`config.mk`:
```
export PLATFORM = sky130hd
export DESIGN_NAME = rtc_calendar_core
export DESIGN_NICKNAME = d
export VERILOG_FILES = /design/src/rtl/rtc_pkg.sv /design/src/rtl/rtc_advance.sv /design/src/rtl/rtc_write_merge.sv /design/src/rtl/rtc_out_codec.sv /design/src/rtl/rtc_calendar_core.sv
export SDC_FILE = /design/constraint.sdc
export NUM_CORES = 1
export LEC_CHECK = 0
export CORE_ASPECT_RATIO = 0.6
export CORE_MARGIN = 5
export CORE_UTILIZATION = 65
export CTS_CLUSTER_SIZE = 20
export DETAILED_ROUTE_END_ITERATION = 7
export DONT_BUFFER_PORTS = 1
export PLACE_DENSITY_LB_ADDON = 0.3
export SYNTH_ARGS = -nofsm -noshare
export SYNTH_HDL_FRONTEND = slang
export SYNTH_SLANG_ARGS = --single-unit
```
`constraint.sdc`:
```
create_clock -name clk -period 6.3 [get_ports clk]
set_input_delay 0.945 -clock clk [delete_from_list [all_inputs] [get_ports clk]]
set_output_delay 0.945 -clock clk [all_outputs]
set_load 0.01 [all_outputs]
```
`src/rtl/rtc_pkg.sv`:
```
package rtc_pkg;

  localparam int unsigned NUM_FIELDS = 8;
  localparam int unsigned FIELD_W    = 7;
  localparam int unsigned BYTE_W     = 8;
  localparam int unsigned ADDR_W     = $clog2(NUM_FIELDS);

  typedef logic [FIELD_W-1:0] fld_t;
  typedef logic [ADDR_W-1:0]  fidx_t;
  typedef logic [BYTE_W-1:0]  byte_t;

  localparam fidx_t F_SEC  = 3'd0;
  localparam fidx_t F_MIN  = 3'd1;
  localparam fidx_t F_HOUR = 3'd2;
  localparam fidx_t F_DOW  = 3'd3;
  localparam fidx_t F_DATE = 3'd4;
  localparam fidx_t F_MON  = 3'd5;
  localparam fidx_t F_YEAR = 3'd6;
  localparam fidx_t F_CENT = 3'd7;

  typedef struct packed {
    fld_t cent;
    fld_t year;
    fld_t month;
    fld_t date;
    fld_t dow;
    fld_t hour;
    fld_t min;
    fld_t sec;
  } rtc_time_t;

  function automatic byte_t to_bcd(fld_t v);
    fld_t tens;
    fld_t ones;
    tens = v / 7'd10;
    ones = v - tens * 7'd10;
    return {tens[3:0], ones[3:0]};
  endfunction

  function automatic fld_t from_bcd(byte_t b);
    return {3'b000, b[7:4]} * 7'd10 + {3'b000, b[3:0]};
  endfunction

  function automatic byte_t enc_field(fld_t v, logic bin);
    return bin ? {1'b0, v} : to_bcd(v);
  endfunction

  function automatic fld_t dec_field(byte_t b, logic bin);
    return bin ? b[6:0] : from_bcd(b);
  endfunction

  function automatic byte_t enc_hour(fld_t h, logic bin, logic h24);
    fld_t  h12;
    byte_t e;
    if (h24) return enc_field(h, bin);
    if (h == 7'd0)       h12 = 7'd12;
    else if (h > 7'd12)  h12 = h - 7'd12;
    else                 h12 = h;
    e = enc_field(h12, bin);
    return {(h >= 7'd12), e[6:0]};
  endfunction

  function automatic fld_t dec_hour(byte_t b, logic bin, logic h24);
    fld_t h12;
    fld_t base;
    if (h24) return dec_field(b, bin);
    h12  = dec_field({1'b0, b[6:0]}, bin);
    base = (h12 == 7'd12) ? 7'd0 : h12;
    return b[7] ? base + 7'd12 : base;
  endfunction

  function automatic fld_t month_days(fld_t m, fld_t y);
    case (m)
      7'd2:                     return (y[1:0] == 2'b00) ? 7'd29 : 7'd28;
      7'd4, 7'd6, 7'd9, 7'd11:  return 7'd30;
      default:                  return 7'd31;
    endcase
  endfunction

  function automatic fld_t get_field(rtc_time_t t, fidx_t idx);
    case (idx)
      F_SEC:   return t.sec;
      F_MIN:   return t.min;
      F_HOUR:  return t.hour;
      F_DOW:   return t.dow;
      F_DATE:  return t.date;
      F_MON:   return t.month;
      F_YEAR:  return t.year;
      default: return t.cent;
    endcase
  endfunction

  function automatic rtc_time_t set_field(rtc_time_t t, fidx_t idx, fld_t v);
    rtc_time_t r;
    r = t;
    case (idx)
      F_SEC:   r.sec   = v;
      F_MIN:   r.min   = v;
      F_HOUR:  r.hour  = v;
      F_DOW:   r.dow   = v;
      F_DATE:  r.date  = v;
      F_MON:   r.month = v;
      F_YEAR:  r.year  = v;
      default: r.cent  = v;
    endcase
    return r;
  endfunction

endpackage

```
`src/rtl/rtc_advance.sv`:
```
module rtc_advance
  import rtc_pkg::*;
#(
  parameter int unsigned SUNDAY_CODE     = 1,
  parameter int unsigned RULE_HOUR       = 1,
  parameter int unsigned FWD_TO_HOUR     = 3,
  parameter int unsigned FWD_MONTH       = 4,
  parameter int unsigned BACK_MONTH      = 10,
  parameter int unsigned FIRST_WEEK_LAST = 7,
  parameter int unsigned LAST_WEEK_FIRST = 25
) (
  input  rtc_time_t cur_i,
  input  logic      dst_en_i,
  input  logic      fb_done_i,
  output rtc_time_t nxt_o,
  output logic      fb_done_o,
  output logic      sec_wrap_o,
  output logic      dst_fwd_o,
  output logic      dst_back_o
);

  localparam fld_t LAST_SEC  = 7'd59;
  localparam fld_t LAST_MIN  = 7'd59;
  localparam fld_t LAST_HOUR = 7'd23;
  localparam fld_t LAST_DOW  = 7'd7;
  localparam fld_t LAST_MON  = 7'd12;
  localparam fld_t LAST_YEAR = 7'd99;

  logic at_rule_time;
  fld_t dim;

  always_comb begin
    nxt_o     = cur_i;
    fb_done_o = fb_done_i;
    dim       = month_days(cur_i.month, cur_i.year);

    at_rule_time = dst_en_i
                && cur_i.hour == fld_t'(RULE_HOUR)
                && cur_i.min  == LAST_MIN
                && cur_i.sec  == LAST_SEC
                && cur_i.dow  == fld_t'(SUNDAY_CODE);
    dst_fwd_o  = at_rule_time && cur_i.month == fld_t'(FWD_MONTH)
              && cur_i.date <= fld_t'(FIRST_WEEK_LAST);
    dst_back_o = at_rule_time && cur_i.month == fld_t'(BACK_MONTH)
              && cur_i.date >= fld_t'(LAST_WEEK_FIRST) && !fb_done_i;
    sec_wrap_o = cur_i.sec == LAST_SEC;

    if (dst_fwd_o) begin
      nxt_o.hour = fld_t'(FWD_TO_HOUR);
      nxt_o.min  = '0;
      nxt_o.sec  = '0;
    end else if (dst_back_o) begin
      nxt_o.hour = fld_t'(RULE_HOUR);
      nxt_o.min  = '0;
      nxt_o.sec  = '0;
      fb_done_o  = 1'b1;
    end else begin
      nxt_o.sec = sec_wrap_o ? 7'd0 : cur_i.sec + 7'd1;
      if (sec_wrap_o) begin
        nxt_o.min = (cur_i.min == LAST_MIN) ? 7'd0 : cur_i.min + 7'd1;
        if (cur_i.min == LAST_MIN) begin
          nxt_o.hour = (cur_i.hour == LAST_HOUR) ? 7'd0 : cur_i.hour + 7'd1;
          if (cur_i.hour == LAST_HOUR) begin
            fb_done_o  = 1'b0;
            nxt_o.dow  = (cur_i.dow >= LAST_DOW) ? 7'd1 : cur_i.dow + 7'd1;
            nxt_o.date = (cur_i.date >= dim) ? 7'd1 : cur_i.date + 7'd1;
            if (cur_i.date >= dim) begin
              nxt_o.month = (cur_i.month >= LAST_MON) ? 7'd1 : cur_i.month + 7'd1;
              if (cur_i.month >= LAST_MON) begin
                nxt_o.year = (cur_i.year >= LAST_YEAR) ? 7'd0 : cur_i.year + 7'd1;
                if (cur_i.year >= LAST_YEAR)
                  nxt_o.cent = (cur_i.cent >= LAST_YEAR) ? 7'd0 : cur_i.cent + 7'd1;
              end
            end
          end
        end
      end
    end
  end

endmodule

```
`src/rtl/rtc_write_merge.sv`:
```
module rtc_write_merge
  import rtc_pkg::*;
(
  input  rtc_time_t   base_i,
  input  logic        wr_en_i,
  input  fidx_t       wr_addr_i,
  input  byte_t       wr_data_i,
  input  logic        bin_i,
  input  logic        h24_i,
  output rtc_time_t   merged_o,
  output logic        date_wr_o
);

  fld_t wr_val;

  always_comb begin
    if (wr_addr_i == F_HOUR) wr_val = dec_hour(wr_data_i, bin_i, h24_i);
    else                     wr_val = dec_field(wr_data_i, bin_i);
    merged_o  = wr_en_i ? set_field(base_i, wr_addr_i, wr_val) : base_i;
    date_wr_o = wr_en_i && (wr_addr_i == F_DATE);
  end

endmodule

```
`src/rtl/rtc_out_codec.sv`:
```
module rtc_out_codec
  import rtc_pkg::*;
(
  input  rtc_time_t cur_i,
  input  logic      bin_i,
  input  logic      h24_i,
  output byte_t     bytes_o [NUM_FIELDS]
);

  for (genvar gi = 0; gi < NUM_FIELDS; gi++) begin : g_field
    if (fidx_t'(gi) == F_HOUR) begin : g_hour
      assign bytes_o[gi] = enc_hour(cur_i.hour, bin_i, h24_i);
    end else begin : g_plain
      assign bytes_o[gi] = enc_field(get_field(cur_i, fidx_t'(gi)), bin_i);
    end
  end

endmodule

```
`src/rtl/rtc_calendar_core.sv`:
```
module rtc_calendar_core
  import rtc_pkg::*;
#(
  parameter int unsigned RESET_CENTURY = 20,
  parameter int unsigned RESET_YEAR    = 0
) (
  input  logic       clk,
  input  logic       rst_n,
  input  logic       tick_i,
  input  logic       set_mode_i,
  input  logic       bin_mode_i,
  input  logic       hr24_i,
  input  logic       dst_en_i,
  input  logic       wr_en_i,
  input  logic [2:0] wr_addr_i,
  input  logic [7:0] wr_data_i,
  output logic [7:0] sec_o,
  output logic [7:0] min_o,
  output logic [7:0] hour_o,
  output logic [7:0] dow_o,
  output logic [7:0] date_o,
  output logic [7:0] month_o,
  output logic [7:0] year_o,
  output logic [7:0] century_o,
  output logic       upd_done_o
);

  localparam rtc_time_t RESET_TIME = '{
    cent:  fld_t'(RESET_CENTURY),
    year:  fld_t'(RESET_YEAR),
    month: 7'd1,
    date:  7'd1,
    dow:   7'd1,
    hour:  7'd0,
    min:   7'd0,
    sec:   7'd0
  };

  rtc_time_t cur_q;
  rtc_time_t adv_time;
  rtc_time_t base_time;
  rtc_time_t next_time;
  logic      fb_q;
  logic      fb_adv;
  logic      fb_next;
  logic      upd_q;
  logic      adv_en;
  logic      date_wr;
  byte_t     out_bytes [NUM_FIELDS];

  // named events for the bound checker
  logic ev_sec_wrap;
  logic ev_dst_fwd;
  logic ev_dst_back;

  assign adv_en = tick_i && !set_mode_i;

  rtc_advance u_adv (
    .cur_i      (cur_q),
    .dst_en_i   (dst_en_i),
    .fb_done_i  (fb_q),
    .nxt_o      (adv_time),
    .fb_done_o  (fb_adv),
    .sec_wrap_o (ev_sec_wrap),
    .dst_fwd_o  (ev_dst_fwd),
    .dst_back_o (ev_dst_back)
  );

  assign base_time = adv_en ? adv_time : cur_q;

  rtc_write_merge u_wr (
    .base_i    (base_time),
    .wr_en_i   (wr_en_i),
    .wr_addr_i (wr_addr_i),
    .wr_data_i (wr_data_i),
    .bin_i     (bin_mode_i),
    .h24_i     (hr24_i),
    .merged_o  (next_time),
    .date_wr_o (date_wr)
  );

  // date write restarts the once-per-day fall-back mark
  assign fb_next = date_wr ? 1'b0 : (adv_en ? fb_adv : fb_q);

  always_ff @(posedge clk) begin
    if (!rst_n) begin
      cur_q <= RESET_TIME;
      fb_q  <= 1'b0;
      upd_q <= 1'b0;
    end else begin
      cur_q <= next_time;
      fb_q  <= fb_next;
      upd_q <= adv_en;
    end
  end

  rtc_out_codec u_out (
    .cur_i   (cur_q),
    .bin_i   (bin_mode_i),
    .h24_i   (hr24_i),
    .bytes_o (out_bytes)
  );

  assign sec_o      = out_bytes[F_SEC];
  assign min_o      = out_bytes[F_MIN];
  assign hour_o     = out_bytes[F_HOUR];
  assign dow_o      = out_bytes[F_DOW];
  assign date_o     = out_bytes[F_DATE];
  assign month_o    = out_bytes[F_MON];
  assign year_o     = out_bytes[F_YEAR];
  assign century_o  = out_bytes[F_CENT];
  assign upd_done_o = upd_q;

endmodule

```
==> metrics.yaml <==
placement:
  gp_congestion: 0.944
  dp_hpwl_um: 16300
  portBuffers: 0
  dp.cells: 1217
sta:
  rsz0062_at_grt: "no"
  finalSetupTns_ns: 0
  max_freq_mhz: 165
  tightest_slew_ns: 1.08
  hold_violations: 0
  setup_viol: 0
  timing.slew.headroom: 0.278
  timing.final.crit_share: 0.961
  fin_worst_skew_ns: 0.00640
  holdWs_ns: 0.535
  drv_slew: 0
  min_period_ns: 6.06
pwr:
  combPwrFrac: 0.307
  p_clk_frac: 0.373
  seq_power_share: 0.321
  netSwitchingPower_mw: 0.441
  swShare: 0.342
  intPower_mw: 0.850
  powerDensity_nw_per_um2: 157
  p_leak_nw: 3.28
  power.total_mw: 1.29
  ir_drop_mv: 0.193
floorplan:
  die_area_um2: 14600
  die_y_um: 95.5
  row_count: 31
  io_pins: 84
  start_util: 0.661
  coreArea_um2: 12000
  die_w_um: 153
clock_network:
  holdBufCountCts: 0
  cts_buffers: 9
  insertion_delay_ns: 0.33
  h-tree-depth: 3
  cts_num_sinks: 58
  clock-root-buffer: "clkbuf_16"
  cts_buffer_depth: 2
  clkTransAtPathRegs_ns: 0.05
  cts_tree: "yes"
grt:
  antenna_found_initial: 0
  grt_pass1_vias: 6965
  grtUsageMet3: 0.0766
  met1_usage: 0.456
  grt_overflow: 0
  grt_max_degree: 59
  gr-max-usage-layer: "met1"
  grt_pass1_wl_um: 36300
  grt_use_met2: 0.418
  grt_util_all_layers: 0.299
drt:
  ant_nets: 0
  dr.pass1.iters: 6
  drc_errors: 0
  routed_wl_um: 22500
  wl_per_cell_um: 18.2
  viasPerCell: 6.64
  first_iter_violations: 960
  vias: 8209
run:
  drv_cap: 0
logic_synthesis:
  synth_top_area_share: 0.147
  synthSimpleGateAreaFrac: 0.288
  synth_edf_count: 0
  synth_top_family_by_area: "simple AND/OR/NAND/NOR gates"
  yosysTopAreaCell: "dfxtp_1"
  postSynthAreaPerCell_um2: 7.04
  synthTopCellsByCount: "nand2_1 (138), nor2_1 (89), o21ai_0 (85), a21oi_1 (73), clkbuf_1 (68)"
  yosysSeqAreaShare: 0.147
  synthesis.nets: 1221
  synthCells: 1126
  synth_xor_area_frac: 0.0453
  synth_area_leaders: "dfxtp_1 (15%), ha_1 (10%), nand2_1 (6.5%)"
  synthDistinctLibCells: 75
  synth_compound_area_frac: 0.257
  ys_ff_latch: 58
  synth_mux_area_frac: 0.0603
  synth.yosys.warnings: 0
  synth_fa_ha_area_frac: 0.137
  yosysMostFrequentCell: "nand2_1"
  synth_ff_type: "dfxtp_1"
  synth_area_um2: 7920
  async_flop_share: 0
setup_path:
  critPathSlowestCell: "or4_4"
  rr_startpoint: "cur_q[35]$_SDFF_PN1_"
  path_max_fanout: 14
  cp-end-kind: "output port"
  r2r_setup_slack_ns: 2.44
  slowest_delay_ns: 0.58
  rr_worst_depth: 17
  cp.required_ns: 5.35
  cp_cell_sequence: "buf_4 -> ha_2 -> or4_4 -> a221o_1 -> o22ai_1 -> a31oi_1 -> nand2_1 -> inv_1 -> ha_1 -> nand3_2 -> maj3_1 -> nand3_1 -> nand4_2 -> ha_1 -> fa_1 -> xor2_1 -> xnor2_1 -> mux2_2 -> a221oi_4"
  cpMostUsedCell: "ha_1"
  cp-start-kind: "register"
  worstReg2RegEnd: "cur_q[54]$_SDFF_PN0_"
  arrival_ns: 5.11
  path_class: "register to output port"
finish:
  num-fill-cells: 1050
  area_delta_synth_final_pct: 3.76
  nets: 1162
  n_antenna_cell: 0
  drive_above_1_share: 0.0607
  finalNonFillerCells: 1236
min_path:
  worst_hold_path_type: "register to register"
  hold_end: "fb_q$_SDFFE_PP0P_"
  min_path_cells: 2
  min_from: "fb_q$_SDFFE_PP0P_"
run_status:
  outcome: "finished clean"
==> logic make-up after synthesis <==
family,after synthesis
mux,44
buf+inv,131
flops,58
simple gates,460
compound gates,311
fa+ha+maj,81
xor+xnor,41
==> worst max path at each step <==
stage / startpoint / to / slack, ns / cells past startpoint
floorplan: cur_q[18]$_SDFF_PN0_ / hour_o[3] / 0.88 / 18
global placement: cur_q[16]$_SDFF_PN0_ / hour_o[3] / 0.52 / 20
detailed placement: cur_q[16]$_SDFF_PN0_ / hour_o[3] / 0.39 / 20
CTS: cur_q[16]$_SDFF_PN0_ / hour_o[3] / 0.04 / 20
global route: cur_q[17]$_SDFF_PN0_ / hour_o[3] / 0.04 / 19
finish: cur_q[17]$_SDFF_PN0_ / hour_o[3] / 0.24 / 19
==> timing repair <==
action / 4_1_cts / 5_1_grt
setup buffers: 0 / 4
gates resized for setup: 0 / 14
setup endpoints to repair: 0 / 1
==> final cells by class <==
class | instances | area, um2 | share of cell area
multi-input cells | 937 | 6290 | 0.765
flip-flops and latches | 58 | 1160 | 0.141
clock buffers | 12 | 246 | 0.0300
well taps | 165 | 206 | 0.0251
inverters | 49 | 184 | 0.0224
repair buffers | 12 | 90.1 | 0.0110
clock inverters | 3 | 40.0 | 0.00487
==> power by group through the flow <==
stage | sequential (mW) | clock [mW] | combinational, mW
3_3_place_gp | 0.419 | 0 | 0.373
5_1_grt | 0.417 | 0.504 | 0.439
4_1_cts | 0.413 | 0.483 | 0.382
2_1_floorplan | 0.398 | 0 | 0.332
6_report | 0.414 | 0.481 | 0.396
3_5_place_dp | 0.420 | 0 | 0.380
==> state kept, by name (all words and copies together), names as in the netlist <==
signal and count:
upd_done_o 1, fb_q 1, cur_q 56
==> through the flow <==
stage                     cell area [um2]  setup WS [ns]   util
after floorplan                      7920          0.877      -
after global routing                 8220         0.0409  0.686
after global placement               7850          0.520  0.655
after CTS                            8140         0.0405  0.679
after detailed placement             7850          0.394  0.655
final                                8220          0.243  0.686
==> cells in the final DEF (no fill, tap or decap), types with 5 or more instances in the layout <==
cell / count
o21ai_0: 84
a211oi_1: 5
o32ai_1: 5
buf_4: 12
a21oi_1: 72
o211ai_1: 19
clkbuf_16: 9
maj3_1: 5
o22ai_1: 7
ha_1: 64
nor4_1: 12
o221ai_1: 7
and2_1: 15
xor2_1: 14
inv_1: 47
nor2b_1: 23
nand2_1: 138
nor3_1: 26
xnor2_1: 27
nand4_1: 16
o211a_1: 13
nand3_1: 50
o21a_1: 8
mux2_2: 20
a31oi_1: 18
or3_1: 10
dfxtp_1: 57
nor2_1: 87
nor3b_1: 9
o31ai_1: 6
mux2i_1: 23
fa_1: 11
o311ai_0: 8
a21o_1: 12
a22oi_1: 5
and3_1: 28
nand2b_1: 19
a21boi_0: 6
==> per-layer routing <==
| metal | share of wire | vias to the layer above | wire [um] |
|---|---|---|---|
| met1 | 0.48 | 3737 | 10700 |
| met4 | 0.014 | 0 | 305 |
| met2 | 0.39 | 484 | 8830 |
| li1 | - | 3946 | - |
| met3 | 0.12 | 42 | 2630 |
| met5 | 0 | - | 0 |
==> critical path, delay by kind of cell (launching register included) <==
kind	cells	cell delay [ns]
fa+ha+maj	5	1.50
simple gates	5	1.06
compound gates	4	0.93
mux	1	0.38
xor+xnor	2	0.37
flops	1	0.31
buf+inv	2	0.23
Note: power is estimated with default switching activity, not from simulation.
